--- src/rtl/dual_rld_timer_pkg.sv ---
package dual_rld_timer_pkg;

  // register select in addr[1:0]
  typedef enum logic [1:0] {
    REG_CTRL   = 2'd0,
    REG_COUNT  = 2'd1,
    REG_RELOAD = 2'd2,
    REG_NONE   = 2'd3
  } reg_sel_e;

  // control word, bit 5 down to bit 0
  typedef struct packed {
    logic       tc_flag;   // bit 5
    logic [1:0] tick_sel;  // bits 4:3
    logic       lock;      // bit 2
    logic       auto_rld;  // bit 1
    logic       en;        // bit 0
  } ctrl_t;

  localparam int CTRL_BITS  = 6;
  localparam int TC_BIT     = 5;
  localparam int N_TICK_SEL = 4;

endpackage

--- src/rtl/timer_prescaler.sv ---
module timer_prescaler #(
  parameter int N_SEL = 4
) (
  input  logic             clk,
  input  logic             rst_n,
  output logic [N_SEL-1:0] tick_vec
);
  // tap k>=1 fires once every 2^(k+1) cycles
  logic [N_SEL-1:0] ps_q;

  always_ff @(posedge clk) begin
    if (!rst_n) ps_q <= '0;
    else        ps_q <= ps_q + 1'b1;
  end

  assign tick_vec[0] = 1'b1;
  for (genvar k = 1; k < N_SEL; k++) begin : g_tap
    assign tick_vec[k] = &ps_q[k:0];
  end

  // a slower tap only fires together with every faster one
  p_tap_nesting_r10: assert property (@(posedge clk) disable iff (!rst_n)
    tick_vec[N_SEL-1] |-> (&tick_vec));

endmodule

--- src/rtl/timer_unit.sv ---
module timer_unit
  import dual_rld_timer_pkg::*;
#(
  parameter int W = 32
) (
  input  logic                  clk,
  input  logic                  rst_n,
  input  logic [N_TICK_SEL-1:0] tick_vec,
  input  logic                  wr_ok,
  input  reg_sel_e              wr_reg,
  input  logic [W-1:0]          wr_data,
  output ctrl_t                 ctrl,
  output logic [W-1:0]          count,
  output logic [W-1:0]          reload,
  output logic                  irq
);
  logic tick;
  assign tick = tick_vec[ctrl.tick_sel];

  always_ff @(posedge clk) begin
    if (!rst_n) begin
      ctrl   <= '0;
      count  <= '0;
      reload <= '0;
      irq    <= 1'b0;
    end else begin
      irq <= 1'b0;
      if (wr_ok) begin
        // an accepted write to this timer pauses counting for that cycle
        case (wr_reg)
          REG_CTRL: begin
            ctrl.en       <= wr_data[0];
            ctrl.auto_rld <= wr_data[1];
            ctrl.lock     <= wr_data[2];
            ctrl.tick_sel <= wr_data[4:3];
            ctrl.tc_flag  <= ctrl.tc_flag & wr_data[TC_BIT];
          end
          REG_COUNT:  count  <= wr_data;
          REG_RELOAD: reload <= wr_data;
          default: ;
        endcase
      end else if (ctrl.en && tick) begin
        if (count == W'(1)) begin
          count        <= '0;
          irq          <= 1'b1;
          ctrl.tc_flag <= 1'b1;
        end else if (count == '0) begin
          if (ctrl.auto_rld) count <= reload;
        end else begin
          count <= count - W'(1);
        end
      end
    end
  end

  // no interrupt from a disabled timer
  p_irq_needs_en_r3: assert property (@(posedge clk) disable iff (!rst_n)
    irq |-> ctrl.en);
  // disabled and untouched means frozen
  p_hold_when_off_r3: assert property (@(posedge clk) disable iff (!rst_n)
    (!ctrl.en && !wr_ok) |=> $stable(count));
  // interrupt is a single-cycle pulse
  p_irq_pulse_r4: assert property (@(posedge clk) disable iff (!rst_n)
    irq |=> !irq);
  // one-shot timer parked at zero stays there
  p_oneshot_park_r5: assert property (@(posedge clk) disable iff (!rst_n)
    (!ctrl.auto_rld && count == '0 && !wr_ok) |=> (count == '0));
  // flag is visible whenever the pulse is
  p_flag_with_irq_r7: assert property (@(posedge clk) disable iff (!rst_n)
    irq |-> (ctrl.tc_flag && count == '0));

endmodule

--- src/rtl/dual_rld_timer.sv ---
module dual_rld_timer
  import dual_rld_timer_pkg::*;
#(
  parameter int W        = 32,
  parameter int N_TIMERS = 2,
  localparam int IDX_W   = (N_TIMERS > 1) ? $clog2(N_TIMERS) : 1,
  localparam int ADDR_W  = IDX_W + 2
) (
  input  logic                clk,
  input  logic                rst_n,
  input  logic                wr_en,
  input  logic [ADDR_W-1:0]   addr,
  input  logic [W-1:0]        wr_data,
  input  logic                priv,
  output logic [W-1:0]        rd_data,
  output logic [N_TIMERS-1:0] irq,
  output logic                wr_err
);
  logic [N_TICK_SEL-1:0] tick_vec;
  logic [IDX_W-1:0]      idx;
  reg_sel_e              rsel;
  logic                  reg_ok;
  logic [N_TIMERS-1:0]   hit, locked, wr_ok;
  ctrl_t                 ctrl_a   [N_TIMERS];
  logic [W-1:0]          count_a  [N_TIMERS];
  logic [W-1:0]          reload_a [N_TIMERS];

  assign idx    = addr[ADDR_W-1:2];
  assign rsel   = reg_sel_e'(addr[1:0]);
  assign reg_ok = (rsel != REG_NONE);

  timer_prescaler #(.N_SEL(N_TICK_SEL)) u_ps (
    .clk(clk), .rst_n(rst_n), .tick_vec(tick_vec)
  );

  for (genvar i = 0; i < N_TIMERS; i++) begin : g_tmr
    assign hit[i]    = wr_en && reg_ok && (idx == IDX_W'(i));
    assign locked[i] = ctrl_a[i].lock;
    assign wr_ok[i]  = hit[i] && (priv || !locked[i]);

    timer_unit #(.W(W)) u_tmr (
      .clk(clk), .rst_n(rst_n), .tick_vec(tick_vec),
      .wr_ok(wr_ok[i]), .wr_reg(rsel), .wr_data(wr_data),
      .ctrl(ctrl_a[i]), .count(count_a[i]), .reload(reload_a[i]),
      .irq(irq[i])
    );
  end

  always_ff @(posedge clk) begin
    if (!rst_n) wr_err <= 1'b0;
    else        wr_err <= |(hit & locked) && !priv;
  end

  always_comb begin
    rd_data = '0;
    for (int i = 0; i < N_TIMERS; i++) begin
      if (idx == IDX_W'(i)) begin
        case (rsel)
          REG_CTRL:   rd_data = W'(ctrl_a[i]);
          REG_COUNT:  rd_data = count_a[i];
          REG_RELOAD: rd_data = reload_a[i];
          default:    rd_data = '0;
        endcase
      end
    end
  end

  // a blocked user write is always reported
  p_blocked_err_r8: assert property (@(posedge clk) disable iff (!rst_n)
    (wr_en && !priv && |(hit & locked)) |=> wr_err);
  // privileged writes never raise the error
  p_priv_no_err_r9: assert property (@(posedge clk) disable iff (!rst_n)
    (wr_en && priv) |=> !wr_err);
  // at most one timer accepts a write per cycle
  p_single_target_r8: assert property (@(posedge clk) disable iff (!rst_n)
    $onehot0(wr_ok));

endmodule

--- config.mk ---
export PLATFORM = sky130hd
export DESIGN_NAME = dual_rld_timer
export DESIGN_NICKNAME = d
export VERILOG_FILES = /design/src/rtl/dual_rld_timer_pkg.sv /design/src/rtl/timer_prescaler.sv /design/src/rtl/timer_unit.sv /design/src/rtl/dual_rld_timer.sv
export SDC_FILE = /design/constraint.sdc
export NUM_CORES = 1
export LEC_CHECK = 0
export BUFFER_PORTS_ARGS = -buffer_cell sky130_fd_sc_hd__buf_2
export CAP_MARGIN = 30
export CORE_MARGIN = 3
export CORE_UTILIZATION = 63
export DETAILED_ROUTE_END_ITERATION = 10
export MAX_ROUTING_LAYER = met4
export PLACE_DENSITY = 0.83
export SLEW_MARGIN = 20
export SYNTH_ARGS = -nofsm -noshare
export SYNTH_HDL_FRONTEND = slang
export SYNTH_HIERARCHICAL = 1
export SYNTH_SLANG_ARGS = --single-unit
export TNS_END_PERCENT = 10
--- constraint.sdc ---
create_clock -name clk -period 4.7 [get_ports clk]
set_input_delay 0 -clock clk [delete_from_list [all_inputs] [get_ports clk]]
set_output_delay 0 -clock clk [all_outputs]
set_load 0.01 [all_outputs]
==> summary.md <==
| Metric | Value |
|---|---|
| Status | `completed` |
| Synth unique cells | `71` |
| GR Util All Layers | `39.6%` |
| Htree depth | `4` |
| Fraction of power consumed by sequential logic | `28.9%` |
| Largest net degree at the start of global routing | `74` |
| DIE WIDTH | `128 um` |
| Worst reg-to-reg path cell count | `7` |
| Total wire length | `32300 um` |
| Min-Delay Endpoint | `g_tmr[0].u_tmr/count[1]$_SDFFE_PN0P_` |
| CP required | `5.02 ns` |
| Placed cell count | `1367` |
| Net Sw Power | `1.86 mW` |
| Period utilisation layout | `67.0%` |
| Hold_sp | `rst_n` |
| Syn_nets | `1231` |
| R2r startpoint | `g_tmr[0].u_tmr/count[0]$_SDFFE_PN0P_` |
| Final hold violations | `0` |
| Critical Path AT | `3.47 ns` |
| Fin Setup TNS | `0 ns` |
| Number of synthesized register bits | `147` |
| Min Tclk post-route | `3.15 ns` |
| # setup viols final | `0` |
| Least-Margin Pin Slew | `1.00 ns` |
| Wirelength per Cell | `22.5 um` |
| Setup ws final | `1.55 ns` |
| FMAX | `318 MHz` |
| # resized after CTS | `0` |
| Internal power | `2.79 mW` |
| CTS Sinks | `147` |
| Post-layout util | `73.0%` |
| Area leader, netlist | `dfxtp_1` |
| Share of flip-flops with an asynchronous set or reset | `0%` |
| Max clock buf depth | `2` |
| Area of the core | `14600 sq um` |
| MaxCap Viol Count | `0` |
| Grt peak-use layer | `met2` |
| TritonRoute pass-1 iters | `6` |
| M1 GR Usage | `51.1%` |
| Lkg Pwr | `3.95 nW` |
| Commonest non-fill, non-tap cell in the layout | `nand2_1` |
| Critical path capture point type | `flop` |
| GRT met2 Usage | `58.9%` |
| Crit path from | `g_tmr[0].u_tmr/count[0]$_SDFFE_PN0P_` |
| Via count | `10147` |
| Die height | `128 um` |
| Layout cells sized above 1 | `18.1%` |
| Total grt overflow | `0` |
| Pre-CTS setup slack | `1.69 ns` |
| Synth top area share | `31.2%` |
| Count of pins over their slew limit | `0` |
| Setup CP Type | `reg2reg` |
| RePlAce Congestion | `0.998` |
| Io pins | `74` |
| Setup slack, reg-to-reg | `1.55 ns` |
| Antenna violations before repair | `0` |
| Maximum VDD drop | `0.302 mV` |
| Slew margin rel. | `33.0%` |
| Number of global-route vias before repair | `9093` |
| Pwr per Cell Area | `436 nW/um^2` |
| Root Buffer | `clkbuf_16` |
| Syn Area/Cell | `7.94 sq um` |
| Post-layout instance count excluding filler cells | `1435` |
| Yosys warns | `6` |
| Comb power frac | `41.1%` |
| Diode count | `0` |
| Via density | `7.07` |
| CTS tree | `done` |
| Startpoint types | `flop` |
| Reg clk slew, reported paths | `0.07 ns` |
| Hold Path Class | `in2reg` |
| Initial core utilization | `64.6%` |
| Worst-Skew Late Latency | `0.43 ns` |
| Num CTS Buffers | `17` |
| EDFF count, synth | `0` |
| First-pass GRT wire length | `50200 um` |
| IO buf count | `73` |
| Final ANT Viol Nets | `0` |
| Post-synth top flop | `dfxtp_1` |
| Leading post-synthesis cells by cell area | `dfxtp_1 31%, a21oi_1 7.5%, nand2_1 6.7%, a221oi_2 3.8%, o21ai_0 3.8%` |
| Final HPWL DP | `21300 um` |
| Rows | `44` |
| Register area share after synthesis | `31.2%` |
| # DRC | `0` |
| Syn-to-layout area delta | `13.0%` |
| R2R Path End | `g_tmr[0].u_tmr/count[15]$_SDFFE_PN0P_` |
| Most frequent cells in the layout | `169 x nand2_1, 147 x dfxtp_1, 142 x a21oi_1` |
| Final net count | `1283` |
| Unrepaired setup endpoints after global routing | `false` |
| DIE AREA | `16500 sq um` |
| Synthesized instance count | `1186` |
| M3 GR Usage | `10.2%` |
| Sw Ratio | `40.0%` |
| Clock Skew | `0.0107 ns` |
| Synthesized area | `9420 sq um` |
| Hold path depth | `3` |
| Initial DRC count | `1601` |
| Crit-path max FO | `10` |
| Share of total power in the clock network | `30.0%` |
[Yosys cell counts, drive strengths merged, types with 13 or more instances]
cell    instances
nand2         169
a21oi         162
dfxtp         147
o21ai          71
clkbuf         60
nor2           57
nand3          55
a221oi         36
buf            35
nor3           33
a22oi          30
nor2b          27
nor4           26
a211oi         20
mux2i          20
o31ai          16
xor2           16
nand2b         14
inv            13
[flip-flops by register name (all words and copies together), names as in the netlist]
| name | flops |
|---|---|
| g_tmr.u_tmr/count | 64 |
| g_tmr.u_tmr/ctrl | 12 |
| g_tmr.u_tmr/irq | 2 |
| g_tmr.u_tmr/reload | 64 |
| u_ps/ps_q | 4 |
| wr_err | 1 |
[metrics by stage]
step	power, mW	cell area, sq um	hold WS (ns)
floorplan	2.76	9420	0.0767
global placement	3.13	9670	0.199
detailed placement	3.15	9680	0.216
CTS	4.55	10600	0.191
global route	4.84	10600	0.211
finish	4.65	10600	0.241
[critical path, stage by stage (launching register included)]
cell      delay, ns
dfxtp_1        0.35
inv_1          0.13
ha_1           0.23
nor3b_2        0.48
nand4_1        0.45
nor4_4         0.85
a211oi_1       0.19
o41ai_1        0.35
[cell families (layout without fill, tap and decap cells)]
| group | count (synthesis) | after routing | synth area share, % |
|---|---|---|---|
| other cells | 1 | 1 | 0.0398 |
| flops | 147 | 147 | 31.2 |
| mux | 24 | 24 | 2.60 |
| compound gates | 419 | 419 | 32.0 |
| xor+xnor | 28 | 28 | 2.60 |
| buf+inv | 108 | 173 | 5.74 |
| simple gates | 453 | 453 | 25.0 |
| fa+ha+maj | 6 | 6 | 0.797 |
[cell type report]
type / instances / area (sq um)
Multi-Input combinational cell: 931 / 5950
Fill cell: 1096 / 3940
Sequential cell: 147 / 2940
Timing Repair Buffer: 128 / 881
Clock buffer: 17 / 425
Tap cell: 184 / 230
Clock inverter: 15 / 170
Inverter: 13 / 48.8
[worst max path at each step]
stage | slack (ns) | depth (start not counted) | to
5_1_grt | 1.35 | 7 | g_tmr[0].u_tmr/count[15]$_SDFFE_PN0P_
6_report | 1.55 | 7 | g_tmr[0].u_tmr/count[15]$_SDFFE_PN0P_
3_5_place_dp | 1.69 | 7 | g_tmr[0].u_tmr/count[23]$_SDFFE_PN0P_
2_1_floorplan | 2.33 | 8 | g_tmr[0].u_tmr/count[0]$_SDFFE_PN0P_
3_3_place_gp | 1.72 | 7 | g_tmr[0].u_tmr/count[23]$_SDFFE_PN0P_
4_1_cts | 1.68 | 7 | g_tmr[0].u_tmr/count[23]$_SDFFE_PN0P_
[what timing repair did]
action | 4_1_cts | 5_1_grt
hold buffers | 34 | 0
hold endpoints to repair | 115 | 0
buffers inserted | 0 | 0
[power groups by stage]
stage	sequential, mW	combinational (mW)	clock [mW]
2_1_floorplan	1.35	1.41	0
3_3_place_gp	1.37	1.77	0
3_5_place_dp	1.37	1.79	0
4_1_cts	1.34	1.82	1.39
5_1_grt	1.35	2.03	1.46
6_report	1.34	1.91	1.39
[metal layers]
metal | share of wire, % | vias up
met3 | 12 | 148
li1 | - | 4526
met5 | 0 | -
met1 | 39 | 4720
met2 | 44 | 753
met4 | 4.7 | 0
No activity file was read; power rests on OpenSTA's default activity.
